**src/rtl/aag_pkg.sv**
```systemverilog
package aag_pkg;
  localparam int CAUSE_W = 6;
  localparam logic [CAUSE_W-1:0] CAUSE_NONE         = 6'd0;
  localparam logic [CAUSE_W-1:0] CAUSE_LS_ERROR     = 6'd3;
  localparam logic [CAUSE_W-1:0] CAUSE_STORE_DENIED = 6'd29;

  typedef enum logic [1:0] {
    VERDICT_PASS      = 2'd0,
    VERDICT_FIELD     = 2'd1,
    VERDICT_FORCE_ERR = 2'd2
  } cache_verdict_e;
endpackage

```
**src/rtl/aag_policy_sel.sv**
```systemverilog
module aag_policy_sel
  import aag_pkg::*;
#(
  parameter int ATTR_W     = 3,
  parameter int FIELD_W    = 2,
  parameter int NUM_FIELDS = 3
) (
  input  logic [ATTR_W-1:0]             attr,
  input  logic                          dcache_present,
  input  logic [NUM_FIELDS*FIELD_W-1:0] ctl,
  output cache_verdict_e                verdict,
  output logic                          field_zero
);
  localparam int NUM_CLASSES = 2 ** ATTR_W;
  localparam logic [ATTR_W-1:0] CLASS_BYPASS  = '0;
  localparam logic [ATTR_W-1:0] CLASS_ISOLATE = ATTR_W'(NUM_FIELDS);

  logic [NUM_CLASSES-1:0] zero_vec;
  logic [ATTR_W-1:0]      eff_attr;

  // one zero detector per policy field; classes beyond the fields never read it
  for (genvar i = 0; i < NUM_CLASSES; i++) begin : g_zero
    if (i < NUM_FIELDS) begin : g_fld
      assign zero_vec[i] = (ctl[i*FIELD_W +: FIELD_W] == '0);
    end else begin : g_none
      assign zero_vec[i] = 1'b0;
    end
  end

  always_comb begin
    eff_attr   = dcache_present ? attr : CLASS_BYPASS;
    field_zero = zero_vec[eff_attr];
    if (eff_attr < CLASS_ISOLATE) begin
      verdict = VERDICT_FIELD;
    end else if (eff_attr == CLASS_ISOLATE) begin
      verdict = VERDICT_FORCE_ERR;
    end else begin
      verdict = VERDICT_PASS;
    end
  end
endmodule

```
**src/rtl/aag_decide.sv**
```systemverilog
module aag_decide
  import aag_pkg::*;
(
  input  logic [CAUSE_W-1:0] xlat_code,
  input  logic               rd_ok,
  input  logic               wr_ok,
  input  cache_verdict_e     verdict,
  input  logic               field_zero,
  output logic               fault,
  output logic [CAUSE_W-1:0] cause
);
  always_comb begin
    fault = 1'b0;
    cause = CAUSE_NONE;
    if (xlat_code != CAUSE_NONE) begin
      fault = 1'b1;
      cause = xlat_code;
    end else if (!(rd_ok && wr_ok)) begin
      fault = 1'b1;
      cause = CAUSE_STORE_DENIED;
    end else begin
      unique case (verdict)
        VERDICT_FORCE_ERR: begin
          fault = 1'b1;
          cause = CAUSE_LS_ERROR;
        end
        VERDICT_FIELD: begin
          fault = field_zero;
          cause = field_zero ? CAUSE_LS_ERROR : CAUSE_NONE;
        end
        default: begin
          fault = 1'b0;
          cause = CAUSE_NONE;
        end
      endcase
    end
  end
endmodule

```
**src/rtl/atomic_access_guard.sv**
```systemverilog
module atomic_access_guard
  import aag_pkg::*;
#(
  parameter int ATTR_W     = 3,
  parameter int VA_W       = 32,
  parameter int FIELD_W    = 2,
  parameter int NUM_FIELDS = 3
) (
  input  logic                          clk,
  input  logic                          rst_n,
  input  logic                          req_valid,
  input  logic [CAUSE_W-1:0]            xlat_code,
  input  logic                          rd_ok,
  input  logic                          wr_ok,
  input  logic [ATTR_W-1:0]             cache_attr,
  input  logic [NUM_FIELDS*FIELD_W-1:0] atomic_ctl,
  input  logic                          dcache_present,
  input  logic [VA_W-1:0]               req_vaddr,
  output logic                          rsp_valid,
  output logic                          rsp_fault,
  output logic [CAUSE_W-1:0]            rsp_cause,
  output logic [VA_W-1:0]               rsp_vaddr
);
  cache_verdict_e     verdict;
  logic               field_zero;
  logic               fault_d;
  logic [CAUSE_W-1:0] cause_d;
  logic [VA_W-1:0]    vaddr_d;

  logic               valid_q;
  logic               fault_q;
  logic [CAUSE_W-1:0] cause_q;
  logic [VA_W-1:0]    vaddr_q;

  aag_policy_sel #(
    .ATTR_W    (ATTR_W),
    .FIELD_W   (FIELD_W),
    .NUM_FIELDS(NUM_FIELDS)
  ) u_sel (
    .attr          (cache_attr),
    .dcache_present(dcache_present),
    .ctl           (atomic_ctl),
    .verdict       (verdict),
    .field_zero    (field_zero)
  );

  aag_decide u_dec (
    .xlat_code (xlat_code),
    .rd_ok     (rd_ok),
    .wr_ok     (wr_ok),
    .verdict   (verdict),
    .field_zero(field_zero),
    .fault     (fault_d),
    .cause     (cause_d)
  );

  always_comb begin
    vaddr_d = fault_d ? req_vaddr : '0;
  end

  always_ff @(posedge clk or negedge rst_n) begin
    if (!rst_n) begin
      valid_q <= 1'b0;
    end else begin
      valid_q <= req_valid;
    end
  end

  always_ff @(posedge clk or negedge rst_n) begin
    if (!rst_n) begin
      fault_q <= 1'b0;
      cause_q <= CAUSE_NONE;
      vaddr_q <= '0;
    end else if (req_valid) begin
      fault_q <= fault_d;
      cause_q <= cause_d;
      vaddr_q <= vaddr_d;
    end
  end

  assign rsp_valid = valid_q;
  assign rsp_fault = fault_q;
  assign rsp_cause = cause_q;
  assign rsp_vaddr = vaddr_q;
endmodule

```
**config.mk**
```make
export PLATFORM = sky130hd
export DESIGN_NAME = atomic_access_guard
export DESIGN_NICKNAME = d
export VERILOG_FILES = /design/src/rtl/aag_pkg.sv /design/src/rtl/aag_policy_sel.sv /design/src/rtl/aag_decide.sv /design/src/rtl/atomic_access_guard.sv
export SDC_FILE = /design/constraint.sdc
export NUM_CORES = 1
export LEC_CHECK = 0
export BUFFER_PORTS_ARGS = -buffer_cell sky130_fd_sc_hd__clkbuf_2
export CORE_MARGIN = 3
export CORE_UTILIZATION = 44
export CTS_CLUSTER_SIZE = 14
export DETAILED_ROUTE_END_ITERATION = 8
export PLACE_DENSITY = 0.79
export SYNTH_ARGS = -nofsm -noshare
export SYNTH_HDL_FRONTEND = slang
export SYNTH_SLANG_ARGS = --single-unit
```
**constraint.sdc**
```tcl
create_clock -name clk -period 1.3 [get_ports clk]
set_clock_uncertainty 0.2 [all_clocks]
set_input_delay 0.065 -clock clk [delete_from_list [all_inputs] [get_ports clk]]
set_output_delay 0.065 -clock clk [all_outputs]
set_load 0.05 [all_outputs]
```
==> results of run 1 <==
flip-flops by register name (all words and copies together), names as in the netlist:
name       cells
rsp_vaddr     32
rsp_cause      6
rsp_fault      1
rsp_valid      1
logic make-up after synthesis:
| kind of cell | share of synthesized area, % |
|---|---|
| compound gates | 3.777 |
| buf+inv | 3.340 |
| flops | 58.10 |
| mux | 19.83 |
| simple gates | 14.96 |
timing repair:
| item | in CTS | in global routing |
|---|---|---|
| hold buffers | 35 | 1 |
| gates resized for setup | 0 | 1 |
| endpoints found under the hold margin | 78 | 4 |
| endpoints found under the setup margin | 0 | 1 |
cells in the mapped netlist (all sizes together):
| cell | count |
|---|---|
| o22a | 3 |
| buf | 7 |
| nor2b | 2 |
| nor2 | 38 |
| nor4 | 1 |
| o221a | 1 |
| and2 | 1 |
| dfrtp | 40 |
| o31a | 1 |
| mux2i | 33 |
| mux2 | 1 |
| o21ai | 2 |
| nand4 | 1 |
| nand2 | 1 |
| nor3 | 2 |
| a211oi | 1 |
| clkbuf | 1 |
| nor3b | 1 |
| nor4bb | 1 |
where the power goes:
group	leakage, nW	switching (mW)	internal [mW]
sequential	0.463	0.0679	1.37
combinational	0.927	0.670	0.324
clock	0.0510	0.394	0.423
total	1.44	1.13	2.11
metrics by stage:
| stage | hold slack, ps | total power, mW | utilization [%] |
|---|---|---|---|
| after detailed placement | -145.4 | 2.366 | 61.85 |
| final | -171.0 | 3.243 | 74.04 |
| after floorplan | -430.6 | 2.059 | - |
| after global placement | -151.1 | 2.347 | 61.85 |
| after global routing | -168.5 | 3.407 | 74.04 |
| after CTS | -178.3 | 3.277 | 73.77 |
metal layers:
| layer | wire length, µm | track usage, % | vias up |
|---|---|---|---|
| met2 | 2322 | 36.00 | 66 |
| li1 | - | - | 741 |
| met4 | 78 | 5.459 | 0 |
| met5 | 0 | 0 | - |
| met3 | 351 | 6.807 | 8 |
| met1 | 1708 | 20.44 | 704 |
worst max path at each step:
stage                                   start                         to  slack (ps)
floorplan                        xlat_code[3]  rsp_vaddr[11]$_DFFE_PN0P_          -3
global placement                 xlat_code[3]  rsp_vaddr[11]$_DFFE_PN0P_        -110
detailed placement               xlat_code[3]  rsp_vaddr[29]$_DFFE_PN0P_        -160
CTS                  rsp_vaddr[1]$_DFFE_PN0P_               rsp_vaddr[1]          80
global route                        req_valid   rsp_cause[0]$_DFFE_PN0P_          40
finish              rsp_vaddr[29]$_DFFE_PN0P_              rsp_vaddr[29]          90
cells in the final DEF (no fill, tap or decap), drive strengths merged:
cell,count
o21ai,2
buf,11
nor3,2
and2,1
nor2,38
nor4bb,1
mux2,1
nand2,1
nand4,1
clkinv,2
o22a,3
a211oi,1
dfrtp,40
dlygate4sd3,36
nor2b,2
o31a,1
nor3b,1
nor4,1
clkbuf,97
mux2i,33
o221a,1
cell type report:
cell class	instances	area, µm²	share of cell area, %
Clock buffer	6	82.58	3.001
Tap cell	48	60.06	2.183
Sequential cell	40	1001	36.38
Timing Repair Buffer	138	933.4	33.92
Clock inverter	2	10.01	0.3638
Multi-Input combinational cell	90	664.4	24.15
==> metrics.md, run 1 <==
| Metric | Value |
|---|---|
| Final setup violation count | `0` |
| Failing checks | `negative hold slack` |
| CTS root buffer | `sky130_fd_sc_hd__clkbuf_8` |
| Site Rows | `22` |
| Max-Cap Viols | `0` |
| Vert. Die Dim | `68.58 µm` |
| Total of flip-flops plus latches after synthesis | `40` |
| Number of clock sinks | `40` |
| Number of synthesis warnings | `0` |
| Ratio of total power to cell area | `1179 nW/µm²` |
| Non-Filler Cell Area, Final | `approximately 2800 µm²` |
| Fill count | `260` |
| Post-route clock period utilization | `92.88%` |
| Worst-case clock buffer depth | `2` |
| Time the final worst path needs with I/O delays and setup | `approximately 1200 ps` |
| Slowest CP cell | `sky130_fd_sc_hd__dfrtp_1` |
| Crit path DAT | `940 ps` |
| Worst-path cell chain | `clkbuf_2` |
| Hold path startpoint | `xlat_code[4]` |
| Data required time of the worst path | `between 1000 and 1500 ps` |
| Fraction of final layout cells sized beyond drive strength 1 | `44.57%` |
| Synth top area cells | `sky130_fd_sc_hd__dfrtp_1, sky130_fd_sc_hd__mux2i_1, sky130_fd_sc_hd__nor2_1` |
| Initial cell density of the core | `between 40% and 50%` |
| Via Count | `1519` |
| Slew headroom | `80.28%` |
| Post CTS Setup Buffer Count | `0` |
| Worst hold slack | `-171.0 ps` |
| Number of buffers and inverters on the critical path | `1` |
| Cells after synthesis | `between 100 and 150` |
| Total routed wirelength | `between 4 and 5 mm` |
| TritonCTS clock tree | `yes` |
| Instance count after placement with tap cells included | `280` |
| Routability congestion estimate from global placement | `0.8381` |
| DRC violation total after the first TritonRoute iteration | `80` |
| Number of antenna violations at the first check in global routing | `0` |
| Final max-slew violation count | `0` |
| Setup repair after global routing missed its margin | `no` |
| Worst min path class | `in2reg` |
| Critical path startpoint category | `flip-flop` |
| Cell type with the largest total area after synthesis | `sky130_fd_sc_hd__dfrtp_1` |
| Post-CTS clock slew at the launch and capture registers of the worst setup and hold paths | `approximately 70 ps` |
| Startpoint of the lowest-slack register-to-register path | `rsp_cause[5]$_DFFE_PN0P_` |
| Worst setup slack after placement | `-157.0 ps` |
| Crit path depth | `1` |
| Number of global-route vias before repair | `~1500` |
| Status | `finished, violations left` |
| Setup slack of the critical path after layout | `roughly 93 ps` |
| IO Port Bufs | `92` |
| Reg-to-Reg End | `rsp_cause[5]$_DFFE_PN0P_` |
| Flop2flop setup slack | `about 350 ps` |
| Worst hold path endpoint | `rsp_cause[4]$_DFFE_PN0P_` |
| Fraction of post-synthesis cell area in the top cell type by area | `58.10%` |
| Insertion delay to the later sink of the worst-skew pair | `around 280 ps` |
| Final hold violation count | `5` |
| Routed vias/inst | `4.688` |
| Die width | `68.58 µm` |
| Drt drc | `0` |
| Worst vdd rail ir drop | `660.9 µV` |
| First-pass detailed-route iteration total | `4` |
| Capturing element type of the critical path | `primary output` |
| Combined area of all synthesized cells | `~1700 µm²` |
| Remaining number of nets flagged by the antenna check after routing | `0` |
| Synth unique cells | `23` |
| Highest cell delay on the worst timing path | `approximately 360 ps` |
| Leakage component of the power | `about 1.4 nW` |
| Final HPWL from detailed placement | `3.018 mm` |
| Transition time of the tightest slew-check pin | `between 200 and 300 ps` |
| Number of nets in the layout | `~330` |
| Number of placed I/O pins | `93` |
| Largest delay share family, worst path | `flip-flops` |
| Setup TNS | `0 ps` |
| Sequential area share after synthesis | `approximately three fifths` |
| Wire length of the first global-routing pass | `roughly 6.7 mm` |
| Synthesized area divided by synthesized cell count | `around 12 µm²` |
| P&R area growth vs syn | `59.70%` |
| Maximum number of pins on one net before global-route repair | `slightly above 40` |
| DIE AREA | `roughly 4700 µm²` |
| Critical path type | `reg2out` |
| Number of diodes added for antenna fixing | `0` |
| Net count after synthesis | `between 150 and 200` |
| Top fanout value on the critical path | `2` |
| Overflow after GRT | `0` |
| Worst hold path depth | `2` |
| Number of standard cells in the final layout excluding fillers | `324` |
| Number of CTS-inserted buffers | `5` |
| CORE AREA | `approximately 3700 µm²` |
| H-tree depth | `2` |
| Max frequency | `0.8282 GHz` |
| Worst reg-to-reg path cell count | `1` |
| Global router's overall resource usage | `roughly a fifth` |
| Drt wl/cell | `~14 µm` |
| Area post-placement | `approximately 2300 µm²` |
Note: power is estimated with default switching activity, not from simulation.
==> run 2, diff against run 1 <==
- CORE_UTILIZATION: 44 -> 40
- PLACE_DENSITY: 0.79 -> 0.76
- clock period: 1.3 -> 1 ns (I/O delays scaled with it)
==> run 2 against run 1 <==
  * The run ends with negative hold slack, negative setup slack left
  * Sequential power is 36% higher
  * Hold slack improved by 44 ps
  * Die area rose by 9.1%
  * Combinational power increased by 74%
  * Largest power group unchanged
==> metrics.md, run 2 (synthesized netlist as in run 1, its figures left out) <==
| Metric | Value |
|---|---|
| Capturing element type of the critical path | `flip-flop` |
| Leakage component of the power | `~1.6 nW` |
| Via Count | `1674` |
| Final max-slew violation count | `0` |
| Slew headroom | `approximately 83%` |
| Data required time of the worst path | `slightly below 1000 ps` |
| Setup slack of the critical path after layout | `-159.4 ps` |
| Sw Pwr | `about 1.7 mW` |
| First-pass detailed-route iteration total | `4` |
| Final core utilization | `between 70% and 80%` |
| Slowest CP cell | `sky130_fd_sc_hd__nor4_4` |
| Number of antenna violations at the first check in global routing | `0` |
| Drt wl/cell | `about 17 µm` |
| Flip-flop and latch area | `1008 µm²` |
| Most frequent cells in the layout | `sky130_fd_sc_hd__clkbuf_2, sky130_fd_sc_hd__buf_8, sky130_fd_sc_hd__dlygate4sd3_1, sky130_fd_sc_hd__dfrtp_1, sky130_fd_sc_hd__mux2i_1` |
| Number of clock sinks | `40` |
| Number of nets in the layout | `340` |
| Largest register FFs | `32` |
| Number of CTS-inserted buffers | `5` |
| Number of placed I/O pins | `93` |
| Transition time of the tightest slew-check pin | `between 200 and 300 ps` |
| Maximum number of pins on one net before global-route repair | `41` |
| Worst-path cell chain | `clkbuf_2 -> nor4_4 -> nand4_2 -> nor3_4 -> buf_12 -> nor2_1` |
| IO Port Bufs | `92` |
| Crit path DAT | `about 1100 ps` |
| Global router's overall resource usage | `around 22%` |
| Critical path startpoint category | `input port` |
| Time the final worst path needs with I/O delays and setup | `1159 ps` |
| Final setup violation count | `between 70 and 80` |
| Largest delay share family, worst path | `simple AND/OR/NAND/NOR gates` |
| Combinational power share | `about 37%` |
| Overflow after GRT | `0` |
| Sw frac | `a little over a third` |
| TritonCTS clock tree | `yes` |
| DRC violation total after the first TritonRoute iteration | `between 50 and 60` |
| Routed vias/inst | `a little under 5` |
| Max-Cap Viols | `0` |
| Worst vdd rail ir drop | `between 1000 and 1500 µV` |
| CORE AREA | `around 4100 µm²` |
| Clock group share of total power | `between 20% and 30%` |
| Failing checks | `negative hold slack, negative setup slack` |
| Ratio of total power to cell area | `~1500 nW/µm²` |
| Worst-case clock buffer depth | `2` |
| Critical path type | `in2reg` |
| Instance count after placement with tap cells included | `around 290` |
| Pint | `a little over 3 mW` |
| Wire length of the first global-routing pass | `around 8.6 mm` |
| Fraction of final layout cells sized beyond drive strength 1 | `50.00%` |
| Die width | `~72 µm` |
| Drt drc | `0` |
| DIE AREA | `5131 µm²` |
| Number of standard cells in the final layout excluding fillers | `around 340` |
| Final HPWL from detailed placement | `around 3 mm` |
| H-tree depth | `2` |
| Number of buffers and inverters on the critical path | `2` |
| Initial cell density of the core | `approximately 42%` |
| Highest cell delay on the worst timing path | `around 320 ps` |
| Top fanout value on the critical path | `33` |
| Vert. Die Dim | `a little over 70 µm` |
| Insertion delay to the later sink of the worst-skew pair | `290 ps` |
| Total routed wirelength | `~6 mm` |
| Site Rows | `23` |
| Status | `finished, violations left` |
| Remaining number of nets flagged by the antenna check after routing | `0` |
| P&R area growth vs syn | `88.24%` |
| Max frequency | `between 0.8 and 0.9 GHz` |
| CTS root buffer | `sky130_fd_sc_hd__clkbuf_8` |
| Fill count | `approximately 220` |
| Number of global-route vias before repair | `~1800` |
| Routability congestion estimate from global placement | `a little over 0.7` |
| Seq pwr share | `between 40% and 50%` |
| Final hold violation count | `5` |
| Combined area of the multi-input logic cells | `680.7 µm²` |
| Worst min path class | `in2reg` |
| Worst hold slack | `-127.0 ps` |
| Most frequent standard cell in the layout excluding fill and tap cells | `sky130_fd_sc_hd__clkbuf_2` |
| Post-CTS clock slew at the launch and capture registers of the worst setup and hold paths | `roughly 80 ps` |
| Post-route clock period utilization | `115.9%` |
| Setup repair after global routing missed its margin | `yes` |
| Number of diodes added for antenna fixing | `0` |
## run 2: changes by cell type in the layout (fill, tap and decap cells not counted), sizes merged
| cell | before | now |
|---|---|---|
| clkinv | 2 | 1 |
| clkinvlp | 0 | 1 |
| buf | 11 | 64 |
| dlygate4sd3 | 36 | 34 |
| clkbuf | 97 | 58 |
## run 2: power by group through the flow
| stage | registers [mW] | clock network [mW] | logic [mW] |
|---|---|---|---|
| after detailed placement | 1.89 | 0 | 1.20 |
| after global placement | 1.89 | 0 | 1.18 |
| after floorplan | 2.45 | 0 | 0.242 |
| after global routing | 1.96 | 1.15 | 1.81 |
| after CTS | 1.89 | 1.07 | 1.58 |
| final | 1.94 | 1.06 | 1.73 |
## run 2: worst min-delay path: cells and delay by family
kind                   cells  cell delay (ps)
AOI/OAI and AO/OA          1              100
buffers and inverters      2              190
## run 2: area by class of cell
type | count | share of cell area [%]
timing repair buffer | 150 | 43.36
sequential | 40 | 31.10
multi-input combinational | 90 | 20.99
clock buffer | 6 | 2.238
tap | 50 | 1.929
clock inverter | 2 | 0.3858
## run 2: stage by stage
step	setup WS (ps)	TNS [ps]	cell area (µm²)	total power, mW
global placement	-407.8	-14360	2340	3.075
CTS	-155.1	-8270	3153	4.539
global route	-211.0	-12220	3243	4.913
floorplan	-287.8	-8837	1739	2.693
finish	-159.4	-9163	3243	4.726
detailed placement	-434.8	-14960	2340	3.096
## run 2: worst paths after layout
check	start	to	slack, ps	cells after the start
setup reg to reg	rsp_vaddr[25]$_DFFE_PN0P_	rsp_vaddr[25]$_DFFE_PN0P_	-130	3
max in group asynchronous	rst_n	rsp_cause[5]$_DFFE_PN0P_	300	3
setup / recovery	xlat_code[3]	rsp_vaddr[0]$_DFFE_PN0P_	-160	6
hold / removal	xlat_code[4]	rsp_cause[4]$_DFFE_PN0P_	-130	3
hold reg to reg	rsp_cause[3]$_DFFE_PN0P_	rsp_cause[3]$_DFFE_PN0P_	340	1
min in group asynchronous	rst_n	rsp_fault$_DFFE_PN0P_	90	3
## run 2: what timing repair did
action | CTS | global route
setup buffers | 5 | 4
endpoints found under the setup margin | 73 | 78
endpoints found under the hold margin | 79 | 5
pin swaps | 0 | 0
cloned | 0 | 0
hold buffers | 34 | 1
gates resized for setup | 80 | 43
## run 2: per-layer routing
layer  global-route usage [%]  part of all wire (%)  vias up  wire length [µm]
met4                    6.889                   1.3        0                78
met1                    24.70                    36      826              2091
met2                    38.67                    56       69              3270
met3                    8.135                   7.6        7               450
li1                         -                     -      772                 -
met5                        0                     0        -                 0
==> run 3, diff against run 2 <==
- ABC_AREA: not set -> 1
- BUFFER_PORTS_ARGS: -buffer_cell sky130_fd_sc_hd__clkbuf_2 -> not set
- CORE_UTILIZATION: 40 -> 55
- DONT_BUFFER_PORTS: not set -> 1
- PLACE_DENSITY: 0.76 -> 0.73
==> run 3 against run 2 <==
  * The run now fails in global routing
  * Synthesized cell count up 43%
  * Synthesized area rose by 3.7%
==> metrics.md, run 3 <==
| Metric | Value |
|---|---|
| Die width | `about 63 µm` |
| Site Rows | `20` |
| Final HPWL from detailed placement | `2.987 mm` |
| Synthesized area divided by synthesized cell count | `9.070 µm²` |
| Maximum number of pins on one net before global-route repair | `44` |
| Worst-case clock buffer depth | `2` |
| Status | `aborted with a tool error` |
| First error message | `[ERROR DPL-0033] detailed placement checks failed during check placement.` |
| Number of clock sinks | `40` |
| Area post-placement | `2207 µm²` |
| EDFF count, synth | `0` |
| Number of CTS-inserted buffers | `5` |
| Cell type with the largest total area after synthesis | `sky130_fd_sc_hd__dfrtp_1` |
| Top-count cell post-synth | `sky130_fd_sc_hd__nand2_1` |
| Number of placed I/O pins | `between 90 and 100` |
| Top FF cell, synth | `sky130_fd_sc_hd__dfrtp_1` |
| Fraction of post-synthesis cell area in the top cell type by area | `a little under three fifths` |
| Combined area of all synthesized cells | `around 1800 µm²` |
| Type of pin the worst path ends at | `top-level output` |
| Total of flip-flops plus latches after synthesis | `40` |
| Worst setup slack after placement | `-214.8 ps` |
| Cells after synthesis | `approximately 200` |
| Number of antenna violations at the first check in global routing | `0` |
| Number of synthesis warnings | `0` |
| Leading cell types by count after synthesis | `sky130_fd_sc_hd__nand2_1, sky130_fd_sc_hd__dfrtp_1, sky130_fd_sc_hd__nand3_1` |
| Net count after synthesis | `250` |
| Worst EP post-GRT repair | `rsp_cause[5]` |
| H-tree depth | `2` |
| Sequential area share after synthesis | `roughly 56%` |
| Synth unique cells | `17` |
| Routability congestion estimate from global placement | `about 0.75` |
| Share of synthesized registers carrying an async set or reset | `100.0%` |
| CTS root buffer | `sky130_fd_sc_hd__clkbuf_4` |
| Synth top area cells | `sky130_fd_sc_hd__dfrtp_1, sky130_fd_sc_hd__nand2_1, sky130_fd_sc_hd__nand3_2` |
| Initial cell density of the core | `about three fifths` |
| Failing step | `global routing` |
| Vert. Die Dim | `roughly 63 µm` |
| IO Port Bufs | `0` |
==> run 3: cell families after synthesis <==
logic type             after synthesis  share of synthesized area, %
AO/OA/AOI/OAI                        6                         1.820
buffers and inverters               19                         5.812
flip-flops                          40                         56.02
AND/OR/NAND/NOR                    132                         36.34
==> run 3: what timing repair did <==
| item | CTS |
|---|---|
| hold endpoints to repair | 80 |
| endpoints found under the setup margin | 40 |
| pin swaps | 0 |
| setup buffers | 9 |
| gates resized for setup | 39 |
| hold buffers | 34 |
==> run 3: per-stage QoR <==
step	cells	utilization, %
after floorplan	197	-
after global placement	278	71.71
after detailed placement	278	71.71
after CTS	329	92.20
==> run 4, diff against run 3 <==
- CORE_UTILIZATION: 55 -> 40
- CTS_CLUSTER_SIZE: 14 -> not set
- PLACE_DENSITY: 0.73 -> not set
- PLACE_DENSITY_LB_ADDON: not set -> 0.15
- clock period: 1 -> 1.3 ns (I/O delays scaled with it)
==> run 4 against run 3 <==
  * The flow now finishes, with violations (negative hold slack)
  * Synthesized cell count unchanged
  * Synthesized area unchanged
==> metrics.md, run 4 <==
| Metric | Value |
|---|---|
| Largest delay share family, worst path | `buffers and inverters` |
| Synth unique cells | `17` |
| DIE AREA | `around 5300 µm²` |
| Most frequent cells in the layout | `sky130_fd_sc_hd__nand2_1, sky130_fd_sc_hd__buf_4, sky130_fd_sc_hd__dfrtp_1` |
| Fill count | `between 300 and 400` |
| Cells after synthesis | `just under 200` |
| Post-route clock period utilization | `94.38%` |
| Slowest CP cell | `sky130_fd_sc_hd__dlygate4sd3_1` |
| Failing checks | `negative hold slack` |
| EDFF count, synth | `0` |
| Hold path startpoint | `req_valid` |
| Highest cell delay on the worst timing path | `roughly 800 ps` |
| Slew headroom | `a little over two thirds` |
| CTS root buffer | `sky130_fd_sc_hd__clkbuf_8` |
| Routed vias/inst | `between 4 and 5` |
| Final max-slew violation count | `0` |
| Die width | `72.84 µm` |
| Most frequent standard cell in the layout excluding fill and tap cells | `sky130_fd_sc_hd__nand2_1` |
| Crit path DAT | `~1300 ps` |
| Setup TNS | `0 ps` |
| Flip-flop and latch area | `between 1000 and 1500 µm²` |
| Maximum number of pins on one net before global-route repair | `between 40 and 50` |
| Met3 layer usage reported by global route | `under 10%` |
| Worst vdd rail ir drop | `between 500 and 600 µV` |
| Worst setup slack after placement | `roughly 34 ps` |
| Post CTS Setup Buffer Count | `0` |
| Fraction of post-synthesis cell area in the top cell type by area | `approximately 56%` |
| Number of CTS-inserted buffers | `5` |
| P&R area growth vs syn | `45.38%` |
| Worst-case clock buffer depth | `2` |
| Status | `finished, violations left` |
| Final core utilization | `62.68%` |
| Max frequency | `approximately 0.82 GHz` |
| Startpoint of the lowest-slack register-to-register path | `rsp_cause[3]$_DFFE_PN0P_` |
| Data required time of the worst path | `around 1300 ps` |
| DRC violation total after the first TritonRoute iteration | `64` |
| CORE AREA | `between 4000 and 5000 µm²` |
| Transition time of the tightest slew-check pin | `between 400 and 500 ps` |
| Synth top area cells | `sky130_fd_sc_hd__dfrtp_1, sky130_fd_sc_hd__nand2_1, sky130_fd_sc_hd__nand3_2` |
| Most utilized layer in the global route result | `met2` |
| Flop2flop setup slack | `450 ps` |
| Initial cell density of the core | `around 43%` |
| Site Rows | `23` |
| Number of synthesis warnings | `0` |
| Instance count after placement with tap cells included | `about 280` |
| Area post-placement | `2116 µm²` |
| Drt wl/cell | `approximately 14 µm` |
| Total of flip-flops plus latches after synthesis | `40` |
| Cell type with the largest total area after synthesis | `sky130_fd_sc_hd__dfrtp_1` |
| Vert. Die Dim | `between 70 and 80 µm` |
| Top-count cell post-synth | `sky130_fd_sc_hd__nand2_1` |
| Final HPWL from detailed placement | `between 2 and 3 mm` |
| CTS Hold Bufs | `36` |
| Synthesized area divided by synthesized cell count | `between 9 and 10 µm²` |
| Fraction of final layout cells sized beyond drive strength 1 | `approximately a quarter` |
| Number of standard cells in the final layout excluding fillers | `322` |
| Setup slack of the critical path after layout | `73.09 ps` |
| First-pass detailed-route iteration total | `4` |
| Total of cells resized after clock tree synthesis | `0` |
| Time the final worst path needs with I/O delays and setup | `approximately 1200 ps` |
| Capturing element type of the critical path | `flip-flop` |
| Leading cell types by count after synthesis | `sky130_fd_sc_hd__nand2_1, sky130_fd_sc_hd__dfrtp_1, sky130_fd_sc_hd__nand3_1` |
| IO Port Bufs | `0` |
| Total routed wirelength | `around 4.5 mm` |
| Max-Cap Viols | `0` |
| Global router's overall resource usage | `between 10% and 20%` |
| Leakage component of the power | `around 1.3 nW` |
| Worst-path cell chain | `inv_2 -> dlygate4sd3_1 -> buf_12 -> nand2_1 -> nand2_1` |
| Number of diodes added for antenna fixing | `0` |
| Worst setup path start | `req_valid` |
| Ratio of total power to cell area | `1270 nW/µm²` |
| Combined area of the multi-input logic cells | `around 680 µm²` |
| Post-CTS clock slew at the launch and capture registers of the worst setup and hold paths | `80 ps` |
| Net count after synthesis | `250` |
| Largest register FFs | `32` |
| Via Count | `1580` |
| Worst min path class | `in2reg` |
| Wire length of the first global-routing pass | `~7.4 mm` |
| Combined area of all synthesized cells | `around 1800 µm²` |
| Share of synthesized registers carrying an async set or reset | `100.0%` |
| Worst hold slack | `-396.5 ps` |
| Critical path type | `in2reg` |
| Number of nets in the layout | `324` |
| Remaining number of nets flagged by the antenna check after routing | `0` |
| Global routing usage on met1 | `21.71%` |
| H-tree depth | `2` |
| Sequential area share after synthesis | `56.02%` |
| Number of placed I/O pins | `between 90 and 100` |
| Number of buffers and inverters on the critical path | `3` |
| Routability congestion estimate from global placement | `approximately 0.71` |
| Setup repair after global routing missed its margin | `no` |
| Number of antenna violations at the first check in global routing | `0` |
| Final hold violation count | `39` |
| Critical path startpoint category | `input port` |
| Insertion delay to the later sink of the worst-skew pair | `between 200 and 300 ps` |
| Drt drc | `0` |
| Non-Filler Cell Area, Final | `2597 µm²` |
| Overflow after GRT | `0` |
| Number of clock sinks | `40` |
| Fraction of met2 tracks used by global routing | `a little over 30%` |
| Final setup violation count | `0` |
| Top FF cell, synth | `sky130_fd_sc_hd__dfrtp_1` |
| Top fanout value on the critical path | `43` |
| TritonCTS clock tree | `yes` |
| Number of global-route vias before repair | `~1600` |
| Most repeated library cell on the critical path | `sky130_fd_sc_hd__nand2_1` |
## run 4: cells by family after synthesis
kind of cell | share of synthesized area [%]
simple gates | 36.34
flops | 56.02
buf+inv | 5.812
compound gates | 1.820
## run 4: through the flow
step / total power [mW] / hold WS (ps)
2_1_floorplan: 1.998 / -430.6
3_3_place_gp: 2.190 / -429.6
3_5_place_dp: 2.205 / -429.3
4_1_cts: 3.335 / -408.1
5_1_grt: 3.465 / -423.3
6_report: 3.298 / -396.5
## run 4: worst register-to-register path, delay by kind of cell (launching register included)
kind             cells  cell delay [ps]
flip-flops           1              390
AND/OR/NAND/NOR      1               90
AO/OA/AOI/OAI        1               50
## run 4: final cells by class
type | count | share of cell area [%]
sequential | 40 | 38.54
timing repair buffer | 78 | 27.36
multi-input combinational | 138 | 26.25
clock buffer | 5 | 2.649
tap | 50 | 2.408
clock inverter | 3 | 1.638
inverter | 8 | 1.156
## run 4: path summary, 6_finish.rpt
path                                             end  cells after the start
min reg2reg                 rsp_vaddr[9]$_DFFE_PN0P_                      2
max                        rsp_vaddr[22]$_DFFE_PN0P_                      5
min in group asynchronous   rsp_vaddr[8]$_DFFE_PN0P_                      2
max in group asynchronous        rsp_valid$_DFF_PN0_                      2
min                              rsp_valid$_DFF_PN0_                      0
max reg2reg                 rsp_cause[3]$_DFFE_PN0P_                      2
## run 4: metal layers
layer / up-vias / share of wire [%]
met5: - / 0
met4: 0 / 2.0
met3: 9 / 7.4
met2: 65 / 50
met1: 736 / 41
li1: 770 / -
## run 4: report_power, final
group          internal, mW  switching [mW]  leakage, nW
Clock                 0.568           0.431       0.0541
Combinational         0.297           0.583        0.801
Sequential             1.35          0.0663        0.480
Total                  2.22            1.08         1.33
